==> config.mk <==
export PLATFORM = sky130hd
export DESIGN_NAME = i2c10_slave_tx
export DESIGN_NICKNAME = d
export VERILOG_FILES = /design/src/rtl/i2c10_pkg.sv /design/src/rtl/i2c10_line_sync.sv /design/src/rtl/i2c10_bit_fsm.sv /design/src/rtl/i2c10_host_regs.sv /design/src/rtl/i2c10_slave_tx.sv
export SDC_FILE = /design/constraint.sdc
export NUM_CORES = 1
export LEC_CHECK = 0
export BUFFER_PORTS_ARGS = -buffer_cell sky130_fd_sc_hd__clkbuf_2
export CORE_UTILIZATION = 40
export CTS_CLUSTER_DIAMETER = 80
export DETAILED_ROUTE_END_ITERATION = 8
export SYNTH_ARGS = -nofsm -noshare
export SYNTH_HDL_FRONTEND = slang
export SYNTH_SLANG_ARGS = --single-unit
==> constraint.sdc <==
create_clock -name clk -period 3 [get_ports clk]
set_input_delay 0 -clock clk [delete_from_list [all_inputs] [get_ports clk]]
set_output_delay 0 -clock clk [all_outputs]
set_load 0.01 [all_outputs]
==> src/rtl/i2c10_pkg.sv <==
package i2c10_pkg;
  typedef enum logic [1:0] {
    PH_IDLE = 2'd0,
    PH_HI   = 2'd1,
    PH_LO   = 2'd2,
    PH_TX   = 2'd3
  } phase_t;
endpackage

==> src/rtl/i2c10_line_sync.sv <==
module i2c10_line_sync #(
  parameter int STAGES = 2
) (
  input  logic clk,
  input  logic rst_n,
  input  logic scl_i,
  input  logic sda_i,
  output logic scl_q,
  output logic sda_q,
  output logic scl_rise,
  output logic scl_fall,
  output logic start_ev,
  output logic stop_ev
);
  logic [STAGES-1:0] scl_pipe, sda_pipe;
  logic scl_d, sda_d;

  always_ff @(posedge clk or negedge rst_n) begin
    if (!rst_n) begin
      scl_pipe <= '1;
      sda_pipe <= '1;
      scl_d    <= 1'b1;
      sda_d    <= 1'b1;
    end else begin
      scl_pipe <= {scl_pipe[STAGES-2:0], scl_i};
      sda_pipe <= {sda_pipe[STAGES-2:0], sda_i};
      scl_d    <= scl_pipe[STAGES-1];
      sda_d    <= sda_pipe[STAGES-1];
    end
  end

  assign scl_q    = scl_pipe[STAGES-1];
  assign sda_q    = sda_pipe[STAGES-1];
  assign scl_rise = scl_q & ~scl_d;
  assign scl_fall = ~scl_q & scl_d;
  // SDA edges while SCL stays high are bus conditions
  assign start_ev = scl_q & scl_d & sda_d & ~sda_q;
  assign stop_ev  = scl_q & scl_d & ~sda_d & sda_q;
endmodule

==> src/rtl/i2c10_bit_fsm.sv <==
module i2c10_bit_fsm
  import i2c10_pkg::*;
#(
  parameter int BW = 8
) (
  input  logic          clk,
  input  logic          rst_n,
  input  logic          sda_q,
  input  logic          scl_rise,
  input  logic          scl_fall,
  input  logic          start_ev,
  input  logic          stop_ev,
  input  logic [BW-1:0] addr_q,
  input  logic [BW-1:0] txbuf,
  input  logic          ua,
  input  logic          ckp,
  output logic          ev_rx_load,
  output logic [BW-1:0] ev_rx_byte,
  output logic          ev_ua_set,
  output logic          ev_irq,
  output logic          ev_ckp_clr,
  output logic          ev_tx_sent,
  output logic          sda_oe,
  output logic          scl_oe
);
  localparam int CW = $clog2(BW + 2);
  localparam int IW = $clog2(BW);
  localparam logic [CW-1:0] C_ACK = CW'(BW);
  localparam logic [CW-1:0] C_END = CW'(BW + 1);

  phase_t        phase;
  logic [CW-1:0] cnt;
  logic [BW-1:0] shreg;
  logic [IW-1:0] tx_idx;
  logic [BW-1:0] tx_sh;
  logic hit, matched, ack_drv, tx_on, mack, ua_hold;
  logic addr_ok, active, rise9, fall9, rw_bit;

  assign active = (phase != PH_IDLE) && !start_ev && !stop_ev;
  assign rw_bit = shreg[0];

  always_comb begin
    addr_ok = 1'b0;
    if (phase == PH_HI)
      addr_ok = (shreg[BW-1:1] == addr_q[BW-1:1]) && (!rw_bit || matched);
    else if (phase == PH_LO)
      addr_ok = (shreg == addr_q);
  end

  always_ff @(posedge clk or negedge rst_n) begin
    if (!rst_n) begin
      phase   <= PH_IDLE;
      cnt     <= '0;
      shreg   <= '0;
      tx_idx  <= '0;
      hit     <= 1'b0;
      matched <= 1'b0;
      ack_drv <= 1'b0;
      tx_on   <= 1'b0;
      mack    <= 1'b0;
      ua_hold <= 1'b0;
    end else begin
      if (!ua) ua_hold <= 1'b0;
      if (stop_ev) begin
        phase   <= PH_IDLE;
        matched <= 1'b0;
        ack_drv <= 1'b0;
        tx_on   <= 1'b0;
        ua_hold <= 1'b0;
        cnt     <= '0;
      end else if (start_ev) begin
        phase   <= PH_HI;
        cnt     <= '0;
        hit     <= 1'b0;
        ack_drv <= 1'b0;
        tx_on   <= 1'b0;
        ua_hold <= 1'b0;
      end else if (phase != PH_IDLE) begin
        if (scl_rise) begin
          cnt <= cnt + 1'b1;
          if (cnt < C_ACK) shreg <= {shreg[BW-2:0], sda_q};
          if (cnt == C_ACK && phase == PH_TX) mack <= ~sda_q;
        end else if (scl_fall) begin
          if (cnt == C_ACK) begin
            if (phase == PH_TX) tx_on <= 1'b0;
            else begin
              hit     <= addr_ok;
              ack_drv <= addr_ok;
            end
          end else if (cnt == C_END) begin
            cnt     <= '0;
            ack_drv <= 1'b0;
            case (phase)
              PH_HI: begin
                if (!hit) phase <= PH_IDLE;
                else if (rw_bit) begin
                  phase  <= PH_TX;
                  tx_on  <= 1'b1;
                  tx_idx <= '0;
                end else begin
                  phase   <= PH_LO;
                  matched <= 1'b0;
                  ua_hold <= ua;
                end
              end
              PH_LO: begin
                if (hit) begin
                  matched <= 1'b1;
                  ua_hold <= ua;
                end
                phase <= PH_IDLE;
              end
              default: begin
                if (mack) begin
                  tx_on  <= 1'b1;
                  tx_idx <= '0;
                end else phase <= PH_IDLE;
              end
            endcase
          end else if (phase == PH_TX && cnt != '0) begin
            tx_idx <= cnt[IW-1:0];
          end
        end
      end
    end
  end

  assign rise9      = active && scl_rise && cnt == C_ACK;
  assign fall9      = active && scl_fall && cnt == C_END;
  assign ev_rx_load = rise9 && phase != PH_TX && hit;
  assign ev_rx_byte = shreg;
  assign ev_ua_set  = ev_rx_load && !(phase == PH_HI && rw_bit);
  assign ev_irq     = rise9 && (phase == PH_TX || hit);
  assign ev_ckp_clr = fall9 && ((phase == PH_HI && hit && rw_bit) || (phase == PH_TX && mack));
  assign ev_tx_sent = active && scl_fall && cnt == C_ACK && phase == PH_TX;

  assign tx_sh  = txbuf << tx_idx;
  assign sda_oe = ack_drv | (tx_on & ~tx_sh[BW-1]);
  assign scl_oe = (ua_hold & ua) | ~ckp;
endmodule

==> src/rtl/i2c10_host_regs.sv <==
module i2c10_host_regs #(
  parameter int BW = 8
) (
  input  logic          clk,
  input  logic          rst_n,
  input  logic          addr_wr,
  input  logic [BW-1:0] addr_wdata,
  input  logic          tx_valid,
  input  logic [BW-1:0] tx_data,
  input  logic          rx_ready,
  input  logic          rel_set,
  input  logic          irq_clr,
  input  logic          ev_rx_load,
  input  logic [BW-1:0] ev_rx_byte,
  input  logic          ev_ua_set,
  input  logic          ev_irq,
  input  logic          ev_ckp_clr,
  input  logic          ev_tx_sent,
  input  logic          ev_stop,
  output logic [BW-1:0] addr_q,
  output logic [BW-1:0] txbuf,
  output logic [BW-1:0] rxbuf,
  output logic          ua,
  output logic          ckp,
  output logic          irq,
  output logic          rx_full,
  output logic          tx_ready,
  output logic          buf_full
);
  logic tx_full;

  assign buf_full = rx_full | tx_full;
  assign tx_ready = ~buf_full;

  always_ff @(posedge clk or negedge rst_n) begin
    if (!rst_n) begin
      addr_q  <= '0;
      txbuf   <= '0;
      rxbuf   <= '0;
      ua      <= 1'b0;
      ckp     <= 1'b1;
      irq     <= 1'b0;
      rx_full <= 1'b0;
      tx_full <= 1'b0;
    end else begin
      if (addr_wr) addr_q <= addr_wdata;
      if (ev_ua_set) ua <= 1'b1;
      if (addr_wr) ua <= 1'b0;

      if (rel_set) ckp <= 1'b1;
      if (ev_ckp_clr) ckp <= 1'b0;
      if (ev_stop) ckp <= 1'b1;

      if (ev_irq) irq <= 1'b1;
      if (irq_clr) irq <= 1'b0;

      if (rx_ready && rx_full) rx_full <= 1'b0;
      if (ev_rx_load) begin
        rx_full <= 1'b1;
        rxbuf   <= ev_rx_byte;
      end

      if (ev_tx_sent) tx_full <= 1'b0;
      if (tx_valid && tx_ready) begin
        txbuf   <= tx_data;
        tx_full <= 1'b1;
      end
    end
  end
endmodule

==> src/rtl/i2c10_slave_tx.sv <==
module i2c10_slave_tx #(
  parameter int BW          = 8,
  parameter int SYNC_STAGES = 2
) (
  input  logic          clk,
  input  logic          rst_n,
  input  logic          scl_i,
  input  logic          sda_i,
  output logic          scl_oe,
  output logic          sda_oe,
  input  logic          addr_wr,
  input  logic [BW-1:0] addr_wdata,
  output logic          upd_addr,
  input  logic          tx_valid,
  input  logic [BW-1:0] tx_data,
  output logic          tx_ready,
  output logic          rx_valid,
  output logic [BW-1:0] rx_data,
  input  logic          rx_ready,
  output logic          buf_full,
  input  logic          rel_set,
  output logic          clk_release,
  output logic          irq,
  input  logic          irq_clr
);
  logic scl_q, sda_q, scl_rise, scl_fall, start_ev, stop_ev;
  logic ev_rx_load, ev_ua_set, ev_irq, ev_ckp_clr, ev_tx_sent;
  logic [BW-1:0] ev_rx_byte, addr_q, txbuf;

  i2c10_line_sync #(.STAGES(SYNC_STAGES)) u_sync (
    .clk(clk), .rst_n(rst_n), .scl_i(scl_i), .sda_i(sda_i),
    .scl_q(scl_q), .sda_q(sda_q), .scl_rise(scl_rise), .scl_fall(scl_fall),
    .start_ev(start_ev), .stop_ev(stop_ev)
  );

  i2c10_bit_fsm #(.BW(BW)) u_fsm (
    .clk(clk), .rst_n(rst_n), .sda_q(sda_q), .scl_rise(scl_rise), .scl_fall(scl_fall),
    .start_ev(start_ev), .stop_ev(stop_ev), .addr_q(addr_q), .txbuf(txbuf),
    .ua(upd_addr), .ckp(clk_release), .ev_rx_load(ev_rx_load), .ev_rx_byte(ev_rx_byte),
    .ev_ua_set(ev_ua_set), .ev_irq(ev_irq), .ev_ckp_clr(ev_ckp_clr), .ev_tx_sent(ev_tx_sent),
    .sda_oe(sda_oe), .scl_oe(scl_oe)
  );

  i2c10_host_regs #(.BW(BW)) u_regs (
    .clk(clk), .rst_n(rst_n), .addr_wr(addr_wr), .addr_wdata(addr_wdata),
    .tx_valid(tx_valid), .tx_data(tx_data), .rx_ready(rx_ready), .rel_set(rel_set),
    .irq_clr(irq_clr), .ev_rx_load(ev_rx_load), .ev_rx_byte(ev_rx_byte),
    .ev_ua_set(ev_ua_set), .ev_irq(ev_irq), .ev_ckp_clr(ev_ckp_clr),
    .ev_tx_sent(ev_tx_sent), .ev_stop(stop_ev), .addr_q(addr_q), .txbuf(txbuf),
    .rxbuf(rx_data), .ua(upd_addr), .ckp(clk_release), .irq(irq), .rx_full(rx_valid),
    .tx_ready(tx_ready), .buf_full(buf_full)
  );
endmodule

==> summary.txt, run 1 <==
Status
  • Status: finished clean

Drt
  • Drt first pass iters: 4
  • Detail Route Antenna Nets: 0
  • DR WL/cell: 15.2 µm
  • DR vias: 2056
  • 1st-iter DRT viols: 129
  • Met3 wire length: 204 µm
  • Vias/cell: 5.08
  • Met2 routed WL: 2.89 mm
  • Residual DRC: 0
  • WL final: 6.14 mm
  • Met1 WL: 2.92 mm
  • Top routing layer used: met4

Logic synthesis
  • Mapped Cells: 235
  • EDFF count, synth: 0
  • Main area contributors after synthesis: dfrtp_1 44%, mux2_2 14%, dfstp_2 6.4%
  • Post-synth top flop: dfrtp_1
  • Synth area leader: dfrtp_1
  • Synth top cells by count: 51 x dfrtp_1, 35 x mux2_2, 14 x inv_1
  • Cell variety after synth: 56
  • Sequential area share after synthesis: 0.506
  • Synth top area share: 0.442
  • Ys Warns: 0
  • Synthesized area per cell: 12.3 µm²
  • Synth Net Count: 270
  • Asr flop ratio synth: 1.00
  • #FFs+latches synth: 58
  • Post-synthesis cell area: 0.00289 mm²
  • Most common cell in the netlist: dfrtp_1

Worst setup path
  • Crit path kind: reg -> reg
  • CP arrival: 2.59 ns
  • Cell at the slowest stage of the critical path: dfstp_2
  • Crit path launch type: register
  • Buf+Inv Stages, Crit Path: 1
  • Cells along the critical path: inv_1 > ha_1 > or3b_4 > nor4_4 > mux2_2 > a211oi_2
  • Crit end category: register
  • Critical path peak fanout: 8
  • Req. time, crit path: 3.25 ns
  • Top delay family on crit path: simple AND/OR/NAND/NOR gates
  • Slowest stage delay, CP: 0.54 ns

Clocking
  • Hold_buf cts: 23
  • Reg clk slew, reported paths: 0.07 ns
  • CTS buffer count: 9
  • Clock Latency Late Sink: 0.34 ns
  • CTS sink cnt: 58
  • H-tree Lvls: 3
  • TritonCTS clock tree: done
  • Max Root-Sink Buffers: 2
  • Cts repair resizes: 0
  • Setup Fix Bufs, Post-CTS: 0
  • Root buf cell: clkbuf_8

Floorplan
  • Core area: 0.00687 mm²
  • Die Footprint: 0.00756 mm²
  • Initial Util: 0.420
  • Num rows: 30
  • Die W: 86.9 µm
  • Die H: 86.9 µm
  • # IOs: 41

GRT
  • Total grt overflow: 0
  • Initial antenna violation count: 0
  • Largest net degree at the start of global routing: 24
  • First-pass GRT wire length: 10.6 mm
  • Total GRT Usage: 0.186
  • Vias in the first global route: 2113

Final layout
  • # nets final: 339
  • P&R area growth vs syn: 24.0%
  • Post-route cell area: 0.00358 mm²
  • Antenna cells: 0
  • Share of layout cells above drive strength 1: 0.366
  • Finished Layout Cells: 405

Power
  • Cell area power density: 511 mW/mm²
  • Maximum VDD drop: 0.304 mV
  • Leak pwr: 1.61 nW

Placed design
  • Pre-CTS WS: 0.685 ns
  • IO buf count: 40
  • Placed Cells: 366
  • DP Area: 0.00318 mm²
  • Post-DP HPWL: 4.36 mm
  • Gp weighted congestion: 0.766

Timing
  • Slew of the pin with the lowest slew margin: 0.659 ns
  • Count of pins over their slew limit: 0
  • Final setup violation count: 0
  • Max-slew headroom: 0.550
  • Final hold vios: 0
  • RSZ-0062 raised after global routing: no
  • Final TNS setup: 0 ns
  • Fmax: 0.427 GHz
  • Final min period: 2.34 ns
  • Hold slack: 0.184 ns
  • Setup ws final: 0.657 ns
  • Worst Clk Skew: 0.00688 ns
  • Final worst path period share: 0.781

Hold path
  • Worst hold path class: in -> async

Flow run
  • Max Cap Viol: 0
-- layout make-up --
type                            count  area (µm²)
Multi-Input combinational cell    156        1330
Fill cell                         601        3290
Clock buffer                       11         141
Inverter                           14        52.6
Timing Repair Buffer               65         445
Sequential cell                    58        1460
Clock inverter                      5        30.0
Tap cell                           96         120
-- placed cells by master (no fill, tap or decap), drive strengths merged, types with 5 or more instances in the layout --
| master | n |
|---|---|
| and3 | 5 |
| a21oi | 7 |
| ha | 10 |
| xnor2 | 8 |
| nand3 | 6 |
| nor2 | 13 |
| inv | 14 |
| clkbuf | 51 |
| mux2 | 35 |
| dfrtp | 51 |
| nand2 | 12 |
| dfstp | 7 |
| dlygate4sd3 | 23 |
-- stage by stage --
stage                     total power, mW   util
after CTS                            1.84  0.521
final                                1.83  0.521
after detailed placement             1.19  0.462
after global routing                 1.92  0.521
after floorplan                      1.10      -
after global placement               1.17  0.462
-- worst register-to-register path: stages (launching register included) --
cell and delay, ns:
dfstp_2 0.54, inv_1 0.04, ha_1 0.26, or3b_4 0.48, nor4_4 0.33, mux2_2 0.39, a211oi_2 0.21
-- worst paths after layout --
kind / from / cells after the start / endpoint / slack [ns]
max in group asynchronous: rst_n / 3 / u_regs.ckp / 2.05
setup reg to reg: u_sync.scl_d / 6 / u_fsm.phase[0] / 0.66
hold / removal: rst_n / 2 / u_regs.txbuf[1] / 0.18
min in group clk: tx_valid / 3 / u_regs.tx_full / 0.26
hold reg to reg: u_sync.scl_pipe[0] / 0 / u_sync.scl_pipe[1] / 0.35
setup / recovery: u_sync.scl_d / 6 / u_fsm.phase[0] / 0.66
-- routing by layer --
layer / track usage / up-vias
met4: 0.105 / 0
met2: 0.286 / 43
met5: 0 / -
li1: - / 982
met3: 0.0313 / 10
met1: 0.252 / 1021
-- flip-flops by register name (all words and copies together) (netlist names), 2 cells and up --
name	count
u_fsm.cnt	4
u_regs.rxbuf	8
u_sync.scl_pipe	2
u_fsm.tx_idx	3
u_fsm.phase	2
u_fsm.ev_rx_byte	8
u_regs.addr_q	8
u_regs.txbuf	8
u_sync.sda_pipe	2
-- cell families (layout without fill, tap and decap cells) --
group	Yosys count	count (layout)	synth area share
compound gates	35	35	0.0919
xor+xnor	10	10	0.0330
fa+ha+maj	10	10	0.0434
buf+inv	21	95	0.0334
flops	58	58	0.506
mux	39	39	0.159
simple gates	62	62	0.133
-- power by group --
| part | switching, mW | internal, mW |
|---|---|---|
| clock | 0.314 | 0.317 |
| combinational | 0.102 | 0.152 |
| sequential | 0.0692 | 0.872 |
Power figures use the tool's default switching activity.
==> inputs of run 2 (changes only) <==
clock period = 2.1 ns   (was 3 ns; I/O delays follow)
==> run 2 against run 1 <==
Net effect:
- clock skew increased by 0.0011 ns
- first-iteration DRC count decreased by 16%
- sequential cell count unchanged
- register-to-register slack got worse by 0.60 ns
- count of clock-buffer cells in the layout decreased by 2
- non-clock buffer count increased by 11
- total power increased by 50%
- combinational power increased by 53%
- critical path depth unchanged
- highest routed layer unchanged
==> summary.txt, run 2 (synthesized netlist as in run 1, its figures left out) <==
Placed design
  • IO buf count: 40 (unchanged)
  • DP Area: 0.00328 mm² (was 0.00318 mm²)
  • Gp weighted congestion: 0.807 (was 0.766)
  • Pre-CTS WS: -0.0239 ns (was 0.685 ns)
  • Post-DP HPWL: 4.39 mm (was 4.36 mm)

Floorplan
  • Core area: 0.00687 mm² (unchanged)
  • # IOs: 41 (unchanged)
  • Die Footprint: 0.00756 mm² (unchanged)
  • Num rows: 30 (unchanged)
  • Initial Util: 0.420 (unchanged)
  • Die W: 86.9 µm (unchanged)
  • Die H: 86.9 µm (unchanged)

Worst setup path
  • Buf+Inv Stages, Crit Path: 1 (unchanged)
  • Reg-to-reg endpoint: u_fsm.tx_idx[2] (was u_fsm.phase[0])
  • Cell at the slowest stage of the critical path: dfstp_2 (unchanged)
  • Slowest stage delay, CP: 0.56 ns (was 0.54 ns)
  • CP arrival: 2.27 ns (was 2.59 ns)
  • Critical path peak fanout: 5 (was 8)
  • Crit path kind: reg -> reg (unchanged)
  • Top delay family on crit path: compound AO/OA/AOI/OAI gates (was simple AND/OR/NAND/NOR gates)
  • Register-to-register setup slack: 0.05 ns (was 0.66 ns)
  • Crit end category: register (unchanged)
  • Worst setup startpoint: u_sync.scl_d (unchanged)
  • RR Startpoint: u_sync.scl_d (unchanged)
  • Crit path launch type: register (unchanged)
  • Cells along the critical path: inv_2 > ha_4 > or3b_4 > a211oi_1 > o211ai_1 > a32o_1 (was inv_1 > ha_1 > or3b_4 > nor4_4 > mux2_2 > a211oi_2)
  • Req. time, crit path: 2.32 ns (was 3.25 ns)
  • R2R depth: 6 (unchanged)

GRT
  • Total GRT Usage: 0.183 (was 0.186)
  • First-pass GRT wire length: 10.4 mm (was 10.6 mm)
  • Total grt overflow: 0 (unchanged)
  • Vias in the first global route: 2105 (was 2113)
  • Initial antenna violation count: 0 (unchanged)
  • Largest net degree at the start of global routing: 41 (was 24)

Clocking
  • CTS sink cnt: 58 (unchanged)
  • Clock Latency Late Sink: 0.33 ns (was 0.34 ns)
  • Root buf cell: clkbuf_8 (unchanged)
  • TritonCTS clock tree: done (unchanged)
  • H-tree Lvls: 3 (unchanged)
  • Max Root-Sink Buffers: 2 (unchanged)
  • Reg clk slew, reported paths: 0.07 ns (about the same)
  • CTS buffer count: 9 (unchanged)
  • Setup Fix Bufs, Post-CTS: 0 (unchanged)

Drt
  • DR WL/cell: 14.9 µm (was 15.2 µm)
  • Detail Route Antenna Nets: 0 (unchanged)
  • Vias/cell: 4.92 (was 5.08)
  • Drt first pass iters: 4 (unchanged)
  • DR vias: 2047 (was 2056)
  • WL final: 6.21 mm (was 6.14 mm)
  • Residual DRC: 0 (unchanged)
  • 1st-iter DRT viols: 108 (was 129)

Final layout
  • P&R area growth vs syn: 29.5% (was 24.0%)
  • Leading cell types in the layout, fill and taps excluded: 51 x dfrtp_1, 40 x clkbuf_2, 34 x mux2_2, 23 x dlygate4sd3_1 (was 51 x dfrtp_1, 40 x clkbuf_2, 35 x mux2_2, 23 x dlygate4sd3_1, 14 x inv_1)
  • Multi-input logic area: 0.00136 mm² (was 0.00133 mm²)
  • Antenna cells: 0 (unchanged)
  • FF+latch area: 0.00146 mm² (unchanged)
  • Layout filler cell count: 592 (was 601)
  • Post-route cell area: 0.00374 mm² (was 0.00358 mm²)
  • # nets final: 350 (was 339)
  • Share of layout cells above drive strength 1: 0.400 (was 0.366)
  • Most common cell after layout, fill and taps aside: dfrtp_1 (unchanged)

Timing
  • Final min period: 2.05 ns (was 2.34 ns)
  • RSZ-0062 raised after global routing: no (unchanged)
  • Final hold vios: 0 (unchanged)
  • Slew of the pin with the lowest slew margin: 0.672 ns (was 0.659 ns)
  • Final worst path period share: 0.975 (was 0.781)
  • Final setup violation count: 0 (unchanged)
  • Setup ws final: 0.0520 ns (was 0.657 ns)
  • Count of pins over their slew limit: 0 (unchanged)
  • Fmax: 0.488 GHz (was 0.427 GHz)
  • Max-slew headroom: 0.541 (was 0.550)
  • Worst Clk Skew: 0.00794 ns (was 0.00688 ns)

Status
  • Status: finished clean (unchanged)

Power
  • Cell area power density: 731 mW/mm² (was 511 mW/mm²)
  • Maximum VDD drop: 0.436 mV (was 0.304 mV)
  • Leak pwr: 1.69 nW (was 1.61 nW)

Hold path
  • Worst hold path class: in -> async (unchanged)

Flow run
  • Max Cap Viol: 0 (unchanged)
run 2: cell count changes in the layout (fill, tap and decap cells not counted), sizes merged:
cell / delta
buf: +11
bufinv: +1
clkbuf: -2
clkinv: +2
clkinvlp: -1
run 2: worst max path at each step:
stage	endpoint	cells after the start	slack (ns)
floorplan	u_fsm.phase[0]	6	0.006
global placement	u_fsm.phase[0]	6	0.05
detailed placement	u_fsm.phase[0]	6	-0.02
CTS	u_fsm.phase[0]	6	0.007
global route	u_fsm.tx_idx[0]	7	0.0006
finish	u_fsm.tx_idx[2]	6	0.05
run 2: layout make-up:
cell class	instances	share of cell area
Clock inverter	7	0.0187
Clock buffer	9	0.0331
Tap cell	96	0.0321
Sequential cell	58	0.391
Inverter	14	0.0141
Multi-Input combinational cell	156	0.363
Timing Repair Buffer	76	0.148
run 2: report_power, final:
part,leakage (nW),switching (mW),total (mW),internal [mW]
clock network,0.0990,0.462,1.01,0.545
registers,0.743,0.0917,1.34,1.25
logic,0.849,0.153,0.388,0.234
total,1.69,0.707,2.73,2.02
run 2: metrics by stage:
step | hold slack [ns] | setup TNS, ns | power (mW) | utilization | std cells
final | 0.175 | 0 | 2.73 | 0.544 | 416
after global routing | 0.230 | 0 | 2.84 | 0.544 | 416
after CTS | 0.180 | 0 | 2.76 | 0.540 | 416
after detailed placement | 0.0146 | -0.0239 | 1.71 | 0.478 | 377
after global placement | -0.000332 | 0 | 1.70 | 0.478 | 377
after floorplan | -0.296 | 0 | 1.57 | - | 235
run 2: per-layer routing:
layer  global-route usage  vias to the layer above  share of wire
li1                     -                     1012              -
met1                0.251                      981           0.48
met2                0.281                       48           0.47
met3               0.0493                        6          0.043
met4               0.0636                        0         0.0064
met5                    0                        -              0
run 2: timing repair:
item	CTS	global route
pin swaps	1	0
endpoints found under the hold margin	39	0
hold buffers	23	0
setup endpoints to repair	1	5
resized for setup	1	5
